### src/rtl/sfir_pkg.sv
package sfir_pkg;
  localparam int DATA_W_DEF = 16;
  localparam int COEF_W_DEF = 16;
  localparam int FRAC_W_DEF = 15;
  localparam int NTAPS_DEF  = 11;
  localparam int PHASES_DEF = 7;

  function automatic int ceil_div(input int a, input int b);
    return (a + b - 1) / b;
  endfunction
endpackage

### src/rtl/sfir_coef_bank.sv
module sfir_coef_bank #(
  parameter int NTAPS  = 11,
  parameter int COEF_W = 16,
  parameter int AW     = 4
) (
  input  logic                     clk,
  input  logic                     rst,
  input  logic                     ce,
  input  logic                     wr_en,
  input  logic                     wr_done,
  input  logic [AW-1:0]            wr_addr,
  input  logic signed [COEF_W-1:0] wr_data,
  input  logic                     sample_start,
  output logic signed [COEF_W-1:0] act_coef [NTAPS]
);
  logic signed [COEF_W-1:0] shadow [NTAPS];
  logic armed;
  logic swap;

  // A done pulse in the same cycle as a sample start applies to that sample.
  assign swap = sample_start && (armed || wr_done);

  always_ff @(posedge clk or posedge rst) begin
    if (rst) armed <= 1'b0;
    else if (ce) armed <= (armed || wr_done) && !swap;
  end

  for (genvar i = 0; i < NTAPS; i++) begin : g_slot
    always_ff @(posedge clk or posedge rst) begin
      if (rst) shadow[i] <= '0;
      else if (ce && wr_en && (wr_addr == AW'(i))) shadow[i] <= wr_data;
    end

    always_ff @(posedge clk or posedge rst) begin
      if (rst) act_coef[i] <= '0;
      else if (ce && swap) act_coef[i] <= shadow[i];
    end

    // the active set moves only at a swap
    a_r7_active_hold: assert property (@(posedge clk) disable iff (rst)
      !(ce && swap) |=> $stable(act_coef[i]));
  end
endmodule

### src/rtl/sfir_tap_line.sv
module sfir_tap_line #(
  parameter int NTAPS  = 11,
  parameter int DATA_W = 16
) (
  input  logic                     clk,
  input  logic                     rst,
  input  logic                     ce,
  input  logic                     shift,
  input  logic signed [DATA_W-1:0] din,
  output logic signed [DATA_W-1:0] taps [NTAPS]
);
  for (genvar i = 0; i < NTAPS; i++) begin : g_tap
    always_ff @(posedge clk or posedge rst) begin
      if (rst) taps[i] <= '0;
      else if (ce && shift) begin
        if (i == 0) taps[i] <= din;
        else        taps[i] <= taps[(i == 0) ? 0 : i-1];
      end
    end
  end
endmodule

### src/rtl/sfir_mac.sv
module sfir_mac #(
  parameter int NTAPS  = 11,
  parameter int PHASES = 7,
  parameter int DATA_W = 16,
  parameter int COEF_W = 16,
  parameter int FRAC_W = 15,
  parameter int NMULT  = 2
) (
  input  logic                     clk,
  input  logic                     rst,
  input  logic                     ce,
  input  logic                     start,
  input  logic signed [DATA_W-1:0] taps [NTAPS],
  input  logic signed [COEF_W-1:0] coefs [NTAPS],
  input  logic                     res_pop,
  output logic                     ready,
  output logic                     res_v,
  output logic signed [DATA_W-1:0] res_q
);
  localparam int PW    = DATA_W + COEF_W;
  localparam int ACC_W = PW + $clog2(NTAPS) + 1;
  localparam int PH_W  = (PHASES > 1) ? $clog2(PHASES) : 1;
  localparam logic [PH_W-1:0] LAST = PH_W'(PHASES - 1);
  localparam logic signed [ACC_W-1:0] HALF = ACC_W'(2 ** (FRAC_W - 1));
  localparam logic signed [ACC_W-1:0] MAXV = ACC_W'(2 ** (DATA_W - 1) - 1);
  localparam logic signed [ACC_W-1:0] MINV = ACC_W'(-(2 ** (DATA_W - 1)));

  logic                    busy;
  logic [PH_W-1:0]         phase;
  logic signed [ACC_W-1:0] acc, sum, acc_next;
  logic signed [PW-1:0]    prod [NMULT];
  logic                    room, advance, finish;

  function automatic logic signed [DATA_W-1:0] round_sat(input logic signed [ACC_W-1:0] a);
    logic signed [ACC_W-1:0] t;
    t = (a + HALF) >>> FRAC_W;
    if (t > MAXV)      return MAXV[DATA_W-1:0];
    else if (t < MINV) return MINV[DATA_W-1:0];
    else               return t[DATA_W-1:0];
  endfunction

  // multiplier m serves taps m*PHASES .. m*PHASES+PHASES-1
  for (genvar m = 0; m < NMULT; m++) begin : g_mul
    always_comb begin
      int idx;
      idx = m * PHASES + int'(phase);
      if (idx < NTAPS) prod[m] = taps[idx] * coefs[idx];
      else             prod[m] = '0;
    end
  end

  always_comb begin
    sum = '0;
    for (int m = 0; m < NMULT; m++) sum += ACC_W'(prod[m]);
  end

  assign acc_next = ((phase == '0) ? '0 : acc) + sum;
  assign room     = !res_v || res_pop;
  assign advance  = busy && ((phase != LAST) || room);
  assign finish   = busy && (phase == LAST) && room;
  assign ready    = !busy || finish;

  always_ff @(posedge clk or posedge rst) begin
    if (rst) begin
      busy  <= 1'b0;
      phase <= '0;
      acc   <= '0;
    end else if (ce) begin
      if (advance) acc <= acc_next;
      if (start) begin
        busy  <= 1'b1;
        phase <= '0;
      end else if (finish) begin
        busy  <= 1'b0;
      end else if (advance) begin
        phase <= phase + 1'b1;
      end
    end
  end

  always_ff @(posedge clk or posedge rst) begin
    if (rst) begin
      res_v <= 1'b0;
      res_q <= '0;
    end else if (ce) begin
      if (finish) begin
        res_v <= 1'b1;
        res_q <= round_sat(acc_next);
      end else if (res_pop) begin
        res_v <= 1'b0;
      end
    end
  end

  // phase stays inside one sample period
  a_r3_phase_range: assert property (@(posedge clk) disable iff (rst)
    busy |-> (int'(phase) < PHASES));

  // an unconsumed result is never overwritten
  a_r8_result_kept: assert property (@(posedge clk) disable iff (rst)
    (res_v && !res_pop) |=> (res_v && $stable(res_q)));
endmodule

### src/rtl/sfir_prog.sv
module sfir_prog #(
  parameter int NTAPS   = sfir_pkg::NTAPS_DEF,
  parameter int PHASES  = sfir_pkg::PHASES_DEF,
  parameter int DATA_W  = sfir_pkg::DATA_W_DEF,
  parameter int COEF_W  = sfir_pkg::COEF_W_DEF,
  parameter int FRAC_W  = sfir_pkg::FRAC_W_DEF,
  parameter bit IN_REG  = 1'b1,
  parameter bit OUT_REG = 1'b1,
  localparam int AW     = (NTAPS > 1) ? $clog2(NTAPS) : 1
) (
  input  logic                     clk,
  input  logic                     rst,
  input  logic                     clk_en,
  input  logic                     in_valid,
  output logic                     in_ready,
  input  logic signed [DATA_W-1:0] in_data,
  output logic                     out_valid,
  input  logic                     out_ready,
  output logic signed [DATA_W-1:0] out_data,
  input  logic                     coef_we,
  input  logic                     coef_done,
  input  logic [AW-1:0]            coef_addr,
  input  logic signed [COEF_W-1:0] coef_din
);
  localparam int NMULT = sfir_pkg::ceil_div(NTAPS, PHASES);

  logic                     core_valid, core_ready, core_start;
  logic signed [DATA_W-1:0] core_data;
  logic                     res_v, res_pop;
  logic signed [DATA_W-1:0] res_q;
  logic signed [DATA_W-1:0] taps  [NTAPS];
  logic signed [COEF_W-1:0] coefs [NTAPS];

  assign core_start = core_valid && core_ready;

  if (IN_REG) begin : g_in_reg
    logic                     ir_v;
    logic signed [DATA_W-1:0] ir_q;
    always_ff @(posedge clk or posedge rst) begin
      if (rst) begin
        ir_v <= 1'b0;
        ir_q <= '0;
      end else if (clk_en) begin
        if (in_valid && in_ready) begin
          ir_v <= 1'b1;
          ir_q <= in_data;
        end else if (core_start) begin
          ir_v <= 1'b0;
        end
      end
    end
    assign in_ready   = !ir_v || core_ready;
    assign core_valid = ir_v;
    assign core_data  = ir_q;
  end else begin : g_in_wire
    assign in_ready   = core_ready;
    assign core_valid = in_valid;
    assign core_data  = in_data;
  end

  sfir_coef_bank #(.NTAPS(NTAPS), .COEF_W(COEF_W), .AW(AW)) u_bank (
    .clk(clk), .rst(rst), .ce(clk_en),
    .wr_en(coef_we), .wr_done(coef_done), .wr_addr(coef_addr), .wr_data(coef_din),
    .sample_start(core_start), .act_coef(coefs)
  );

  sfir_tap_line #(.NTAPS(NTAPS), .DATA_W(DATA_W)) u_taps (
    .clk(clk), .rst(rst), .ce(clk_en), .shift(core_start),
    .din(core_data), .taps(taps)
  );

  sfir_mac #(
    .NTAPS(NTAPS), .PHASES(PHASES), .DATA_W(DATA_W), .COEF_W(COEF_W),
    .FRAC_W(FRAC_W), .NMULT(NMULT)
  ) u_mac (
    .clk(clk), .rst(rst), .ce(clk_en), .start(core_start),
    .taps(taps), .coefs(coefs), .res_pop(res_pop),
    .ready(core_ready), .res_v(res_v), .res_q(res_q)
  );

  if (OUT_REG) begin : g_out_reg
    logic                     or_v;
    logic signed [DATA_W-1:0] or_q;
    assign res_pop = res_v && (!or_v || out_ready);
    always_ff @(posedge clk or posedge rst) begin
      if (rst) begin
        or_v <= 1'b0;
        or_q <= '0;
      end else if (clk_en) begin
        if (res_pop) begin
          or_v <= 1'b1;
          or_q <= res_q;
        end else if (out_ready) begin
          or_v <= 1'b0;
        end
      end
    end
    assign out_valid = or_v;
    assign out_data  = or_q;
  end else begin : g_out_wire
    assign res_pop   = res_v && out_ready;
    assign out_valid = res_v;
    assign out_data  = res_q;
  end

  // stalled output holds
  a_r8_out_hold: assert property (@(posedge clk) disable iff (rst)
    (out_valid && !out_ready) |=> (out_valid && $stable(out_data)));

  // disabled clock enable freezes the output
  a_r9_freeze: assert property (@(posedge clk) disable iff (rst)
    !clk_en |=> ($stable(out_valid) && $stable(out_data)));
endmodule

### config.mk
export PLATFORM = sky130hd
export DESIGN_NAME = sfir_prog
export DESIGN_NICKNAME = d
export VERILOG_FILES = /design/src/rtl/sfir_pkg.sv /design/src/rtl/sfir_coef_bank.sv /design/src/rtl/sfir_tap_line.sv /design/src/rtl/sfir_mac.sv /design/src/rtl/sfir_prog.sv
export SDC_FILE = /design/constraint.sdc
export NUM_CORES = 2
export LEC_CHECK = 0
export BUFFER_PORTS_ARGS = -buffer_cell sky130_fd_sc_hd__clkbuf_2
export CAP_MARGIN = 20
export CORE_ASPECT_RATIO = 1.75
export CORE_MARGIN = 3
export CORE_UTILIZATION = 59
export DETAILED_ROUTE_END_ITERATION = 12
export GPL_TIMING_DRIVEN = 0
export PLACE_DENSITY = 0.77
export SLEW_MARGIN = 30
export SYNTH_ARGS = -nofsm -noshare
export SYNTH_HDL_FRONTEND = slang
export SYNTH_SLANG_ARGS = --single-unit
### constraint.sdc
create_clock -name clk -period 25.9 [get_ports clk]
set_clock_uncertainty 0.2 [all_clocks]
set_input_delay 2.59 -clock clk [delete_from_list [all_inputs] [get_ports clk]]
set_output_delay 2.59 -clock clk [all_outputs]
set_load 0.01 [all_outputs]
After elaboration in Yosys (flattened, before gate mapping)

Cells that the tools add are included.

Add/subtract/negate cells: 5
$mul: 2
Order comparisons: 6
Eq/ne operators: 13
Muxes and demuxes: 28
Bitwise gates (word level): 2
Reduce and logical (&&, ||, !) cells: 49

Operator list:

| kind                                                                                 | count |
|---|---|
| 16-bit binary-select mux with 4-bit select                                           | 4 |
| 16-bit 2-to-1 mux                                                                    | 10 |
| 32-bit by 5-bit greater-or-equal comparator with 1-bit output, second input constant | 2 |
| 16-bit by 16-bit multiplier with 32-bit output                                       | 2 |
| 32-bit 2-to-1 mux                                                                    | 2 |
| 37-bit by 16-bit adder with 37-bit output, second input constant                     | 1 |
| 37-bit adder                                                                         | 1 |
| 37-bit 2-to-1 mux                                                                    | 1 |
| 32-bit by 32-bit adder with 33-bit output                                            | 1 |
| 32-bit by 5-bit < comparator with 1-bit output, second input constant                | 1 |
| 3-bit NOT with 32-bit output                                                         | 1 |
| 32-bit NOT                                                                           | 1 |
| 22-bit by 16-bit greater-than comparator with 1-bit output, second input constant    | 1 |
| 1-bit logical AND                                                                    | 22 |
| 22-bit by 16-bit < comparator with 1-bit output, second input constant               | 1 |
| 4-bit by 3-bit == test with 1-bit output, second input constant                      | 4 |
| 2-bit AND reduction                                                                  | 8 |
| 4-bit == test, second input constant                                                 | 3 |
| 2-bit nonzero test                                                                   | 5 |
| 3-bit 2-to-1 mux                                                                     | 3 |
| 4-bit by 2-bit == test with 1-bit output, second input constant                      | 2 |
| 1-bit 2-to-1 mux                                                                     | 8 |
| 1-bit logical OR                                                                     | 6 |
| 1-bit logical NOT                                                                    | 5 |
| 10 further kinds                                                                     | 10 |

Register bits after elaboration: 621
Output and inout port bits: 18
Word-level logic and storage cells: 148

Longest topological paths before layout

Depth after elaboration: 13
Mapped depth: 66
Gate-level depth less buffers: 57

By module

A second synthesis with hierarchy kept.

Cell total of the unflattened synthesis: 4,913
Area, all modules: 52,043.7 sq um

By module, submodules not included:

| module         | instances | cells each | area an instance (sq um) | seq. area each (sq um) |
|---|---|---|---|---|
| sfir_mac       | 1         | 3,682      | 30,849.6                 | 1,451.4 |
| sfir_coef_bank | 1         | 777        | 13,178.9                 | 8,833.5 |
| sfir_tap_line  | 1         | 373        | 6,591.3                  | 4,404.2 |
| sfir_prog      | 1         | 81         | 1,423.9                  | 850.8 |

Worst setup path before layout

Ideal clock, no wire load.

Path kind: register -> register
From: register u_mac.phase[0]
To: register u_mac.res_q[5]
Data arrival time: 14,628 ps
Required time: 25,576 ps
Setup slack: 10,948 ps
Cell stages (with the launch flop): 63
Clock period less this slack: 14,952 ps
Cell sequence: dfrtp_1 > clkbuf_1 > buf_1 > clkbuf_1 > inv_1 > ha_1 > clkbuf_1 > clkbuf_1 > buf_1 > buf_1 > mux2i_1 > a21oi_1 > a21oi_1 > clkbuf_1 > nor2_1 > fa_1 > inv_1 > fa_1 > [27 not listed] > o31a_1 > a21oi_1 > ha_1 > clkbuf_1 > and3_1 > a211o_1 > a2111oi_0 > nand3_1 > nand2_1 > xor2_1 > or2_2 > or4_4 > nor4_2 > nor4b_1 > o31a_2 > nor2_4 > buf_6 > a211o_1

Longest elaborated chain between the ends: 13
Elaborated cells on any way between the ends: 34

Ends and longest elaborated chain:

| element                                               | RTL line       | RTL |
|---|---|---|
| start: declaration                                    | sfir_mac.sv:29 | `logic [PH_W-1:0] phase;` |
| start signal: assignment                              | sfir_mac.sv:76 | `phase <= phase + 1'b1;` |
| 3-bit by 3-bit adder with 4-bit output                | sfir_mac.sv:46 | `idx = m * PHASES + int'(phase);` |
| 32-bit NOT (not written as such)                      | sfir_mac.sv:47 | `if (idx < NTAPS) prod[m] = taps[idx] * coefs[idx];` |
| 16-bit binary-select mux with 4-bit select            | sfir_mac.sv:47 |  |
| 16-bit 2-to-1 mux (not written as such) (2 in series) | sfir_mac.sv:47 |  |
| 16-bit by 16-bit multiplier with 32-bit output        | sfir_mac.sv:47 |  |
| 32-bit 2-to-1 mux                                     | sfir_mac.sv:47 |  |
| 32-bit by 32-bit adder with 33-bit output             | sfir_mac.sv:54 | `for (int m = 0; m < NMULT; m++) sum += ACC_W'(prod[m]);` |
| 37-bit adder                                          | sfir_mac.sv:57 | `assign acc_next = ((phase == '0) ? '0 : acc) + sum;` |
| 37-bit by 16-bit adder with 37-bit output             | sfir_mac.sv:36 | `t = (a + HALF) >>> FRAC_W;` |
| 22-bit by 16-bit < comparator with 1-bit output       | sfir_mac.sv:38 | `else if (t < MINV) return MINV[DATA_W-1:0];` |
| 16-bit 2-to-1 mux                                     | sfir_mac.sv:38 |  |
| 16-bit 2-to-1 mux                                     | sfir_mac.sv:37 | `if (t > MAXV) return MAXV[DATA_W-1:0];` |
| end signal: assignment                                | sfir_mac.sv:88 | `res_q <= round_sat(acc_next);` |
| end: declaration                                      | sfir_mac.sv:18 | `output logic signed [DATA_W-1:0] res_q` |

Several ways; a longest one is shown, not always the timed one. The select of a mux whose other input is x is not followed.
A chain may end at the register's enable or synchronous reset.

Worst setup path after layout

Same ends and word-level chain as after synthesis.

==> results.toml <==
[yosys]
synth-edff-count = 0
syn-cell-area_um2 = 50900
synth_ff_type = "dfrtp_1"
ys_seq_area_share_pct = 30.5
yosysMostFrequentCell = "nand2_1"
ys_ff_latch = 621
synth_common_cells = "883 x nand2_1, 649 x inv_1, 621 x dfrtp_1, 526 x fa_1, 451 x mux2_2"
yosysTopAreaCell = "dfrtp_1"
netlist_top_cells_area = "dfrtp_1 31%, fa_1 21%, mux2_2 10%"
syn-instance-count = 5053
synth_nets = 5859
syn_area_per_cell_um2 = 10.1
synthArstFlopShare_pct = 100
synth_cell_types = 87
yosysWarnings = 0
synth_top_area_share_pct = 30.5

[floorplan]
num_rows = 142
initial_core_util_pct = 59.5
num_io_pins = 61
die_y_um = 395
core_area_um2 = 85600
dieArea_um2 = 90000
dieWidth_um = 228

[global_route]
grt_max_degree = 99
grt_pass1_vias = 41400
antenna_found_initial = 5
grt_pass1_wl_um = 245000
grt.overflow.total = 0
gr-usage-all-layers_pct = 36.5

[layout]
multiInputGateArea_um2 = 32400
seqCellArea_um2 = 15500
finalNetCount = 5991
area_delta_synth_final_pct = 8.53
n_fill_cell = 6858
drive_gt1_share_pct = 15.4
fin_cells = 6385
final_core_util_pct = 64.6

[flow_run]
cap_violations = 0

[place]
place.gp.congestion = 1.09
dp_hpwl_um = 128000
dp_cells = 6278
numPortBuffers = 58

[sta]
tightest_slew_ns = 1.18
period_share_pct = 80.9
setup_violations = 0
slew_headroom_pct = 18.9
rsz0062_at_grt = "false"
clock.fmax_ghz = 0.0477
drv_slew = 0
hold_viol_final = 0
period_minus_slack_ns = 20.95

[clock_tree]
cts.clk_slew.worst_paths_ns = 0.07
cts_hold_buf = 0
post_cts_resized = 0
root_buffer = "clkbuf_16"
tritoncts.num_buffers = 56
cts_setup_buffers = 0
cts_sinks = 621
cts_tree = "done"
clockBufferDepth = 3
insertion_delay_ns = 0.69
h-tree-depth = 2

[worst_setup_path]
critPathArrivalTime_ns = 21.37
crit_top_cell = "a21oi_1"
cp-end-kind = "register"
critPathLaunchType = "register"
cpPeakStageDelay_ns = 0.97
crit_fanout = 10
critPathRequiredTime_ns = 26.31
path_class = "reg2reg"
critPathSlowestCell = "mux2i_1"

[drt]
drt_first_iter_violations = 3077
drt-wirelength-per-cell_um = 25.4
drt-vias-per-instance = 6.10
drc = 0
num_vias = 39000
postRouteAntennaNets = 0
drt_pass1_iterations = 6
finalWirelength_um = 162000

[hold_path]
hp-class = "reg2reg"

[run_status]
outcome = "complete, no violations"
## path summary, 6_finish.rpt
kind                           startpoint                   to  slack [ns]  cells past startpoint
max                        u_mac.phase[0]       u_mac.res_q[5]        4.95                     61
min                         core_data[12]     u_taps.taps[172]        0.27                      2
max reg2reg                u_mac.phase[0]       u_mac.res_q[5]        4.95                     61
min in group asynchronous             rst  u_bank.act_coef[12]        1.71                      2
max in group asynchronous             rst  u_bank.act_coef[66]       21.32                      7
min reg2reg                 core_data[12]     u_taps.taps[172]        0.27                      2
## kinds of logic (layout without fill, tap and decap cells)
| group | count (synthesis) | after routing | synth area share [%] |
|---|---|---|---|
| compound gates | 522 | 522 | 7.01 |
| fa+ha+maj | 764 | 764 | 26.5 |
| other cells | 0 | 2 | 0 |
| xor+xnor | 136 | 136 | 2.37 |
| buf+inv | 867 | 1045 | 6.41 |
| mux | 590 | 590 | 14.3 |
| simple gates | 1553 | 1553 | 12.9 |
| flops | 621 | 621 | 30.5 |
## critical path, delay by kind of cell, from the launching register on
kind,cells,cell delay (ns)
AO/OA/AOI/OAI,26,6.67
flip-flops,1,0.54
XOR/XNOR,1,0.51
adder cells (fa/ha/maj),10,4.37
AND/OR/NAND/NOR,9,1.84
buffers and inverters,14,5.71
multiplexers,1,0.97
## registers in the layout (all words and copies together) (netlist names)
name             flops
u_bank.act_coef    176
u_bank.armed         1
u_taps.taps        176
out_valid            1
u_mac.busy           1
core_valid           1
u_bank.shadow      176
core_data           16
u_mac.acc           37
u_mac.res_v          1
out_data            16
u_mac.res_q         16
u_mac.phase          3
## placed cells by master, fill, tap and decap left out, types with 24 or more instances in the layout
cell type	count
xor2_1	46
nor2_1	367
fa_1	526
nand3_1	25
a221oi_1	33
o21ai_0	98
a21o_1	36
xnor2_1	88
nor3_1	30
nor2b_1	40
mux2_2	451
mux2i_1	57
a21oi_1	126
and2_1	60
dfrtp_1	621
inv_1	648
nand2_1	883
clkbuf_16	57
a211oi_1	24
mux4_2	64
clkbuf_2	71
ha_1	237
nand2b_1	43
clkbuf_1	183
## per-stage QoR
stage / setup TNS (ns) / hold WS, ns / instance area [µm²] / setup slack (ns)
6_report: 0 / 0.268 / 55300 / 4.95
5_1_grt: 0 / 0.282 / 55300 / 4.16
4_1_cts: 0 / 0.271 / 55200 / 5.49
3_5_place_dp: 0 / 0.257 / 53200 / 5.60
3_3_place_gp: -392.96 / 0.250 / 52700 / -0.768
2_1_floorplan: 0 / 0.233 / 50900 / 5.72
## final cells by class
cell class,instances,share of cell area (%)
Multi-Input combinational cell,3565,58.6
Timing Repair Buffer,74,0.996
Sequential cell,621,28.1
Clock inverter,27,0.726
Buffer,218,1.55
Clock buffer,77,2.99
Tap cell,1152,2.61
Antenna cell,2,0.00905
Inverter,649,4.42
## metal layers
metal | GRT usage [%] | wire [µm] | vias to the layer above
li1 | - | - | 16700
met1 | 35.9 | 50200 | 19500
met2 | 62.4 | 79300 | 1886
met3 | 6.79 | 11000 | 793
met4 | 37.6 | 21800 | 4
met5 | 0 | 29 | -
Power is not shown: default switching activity piles up to over one toggle a cycle in this logic, so the estimate is an artifact.
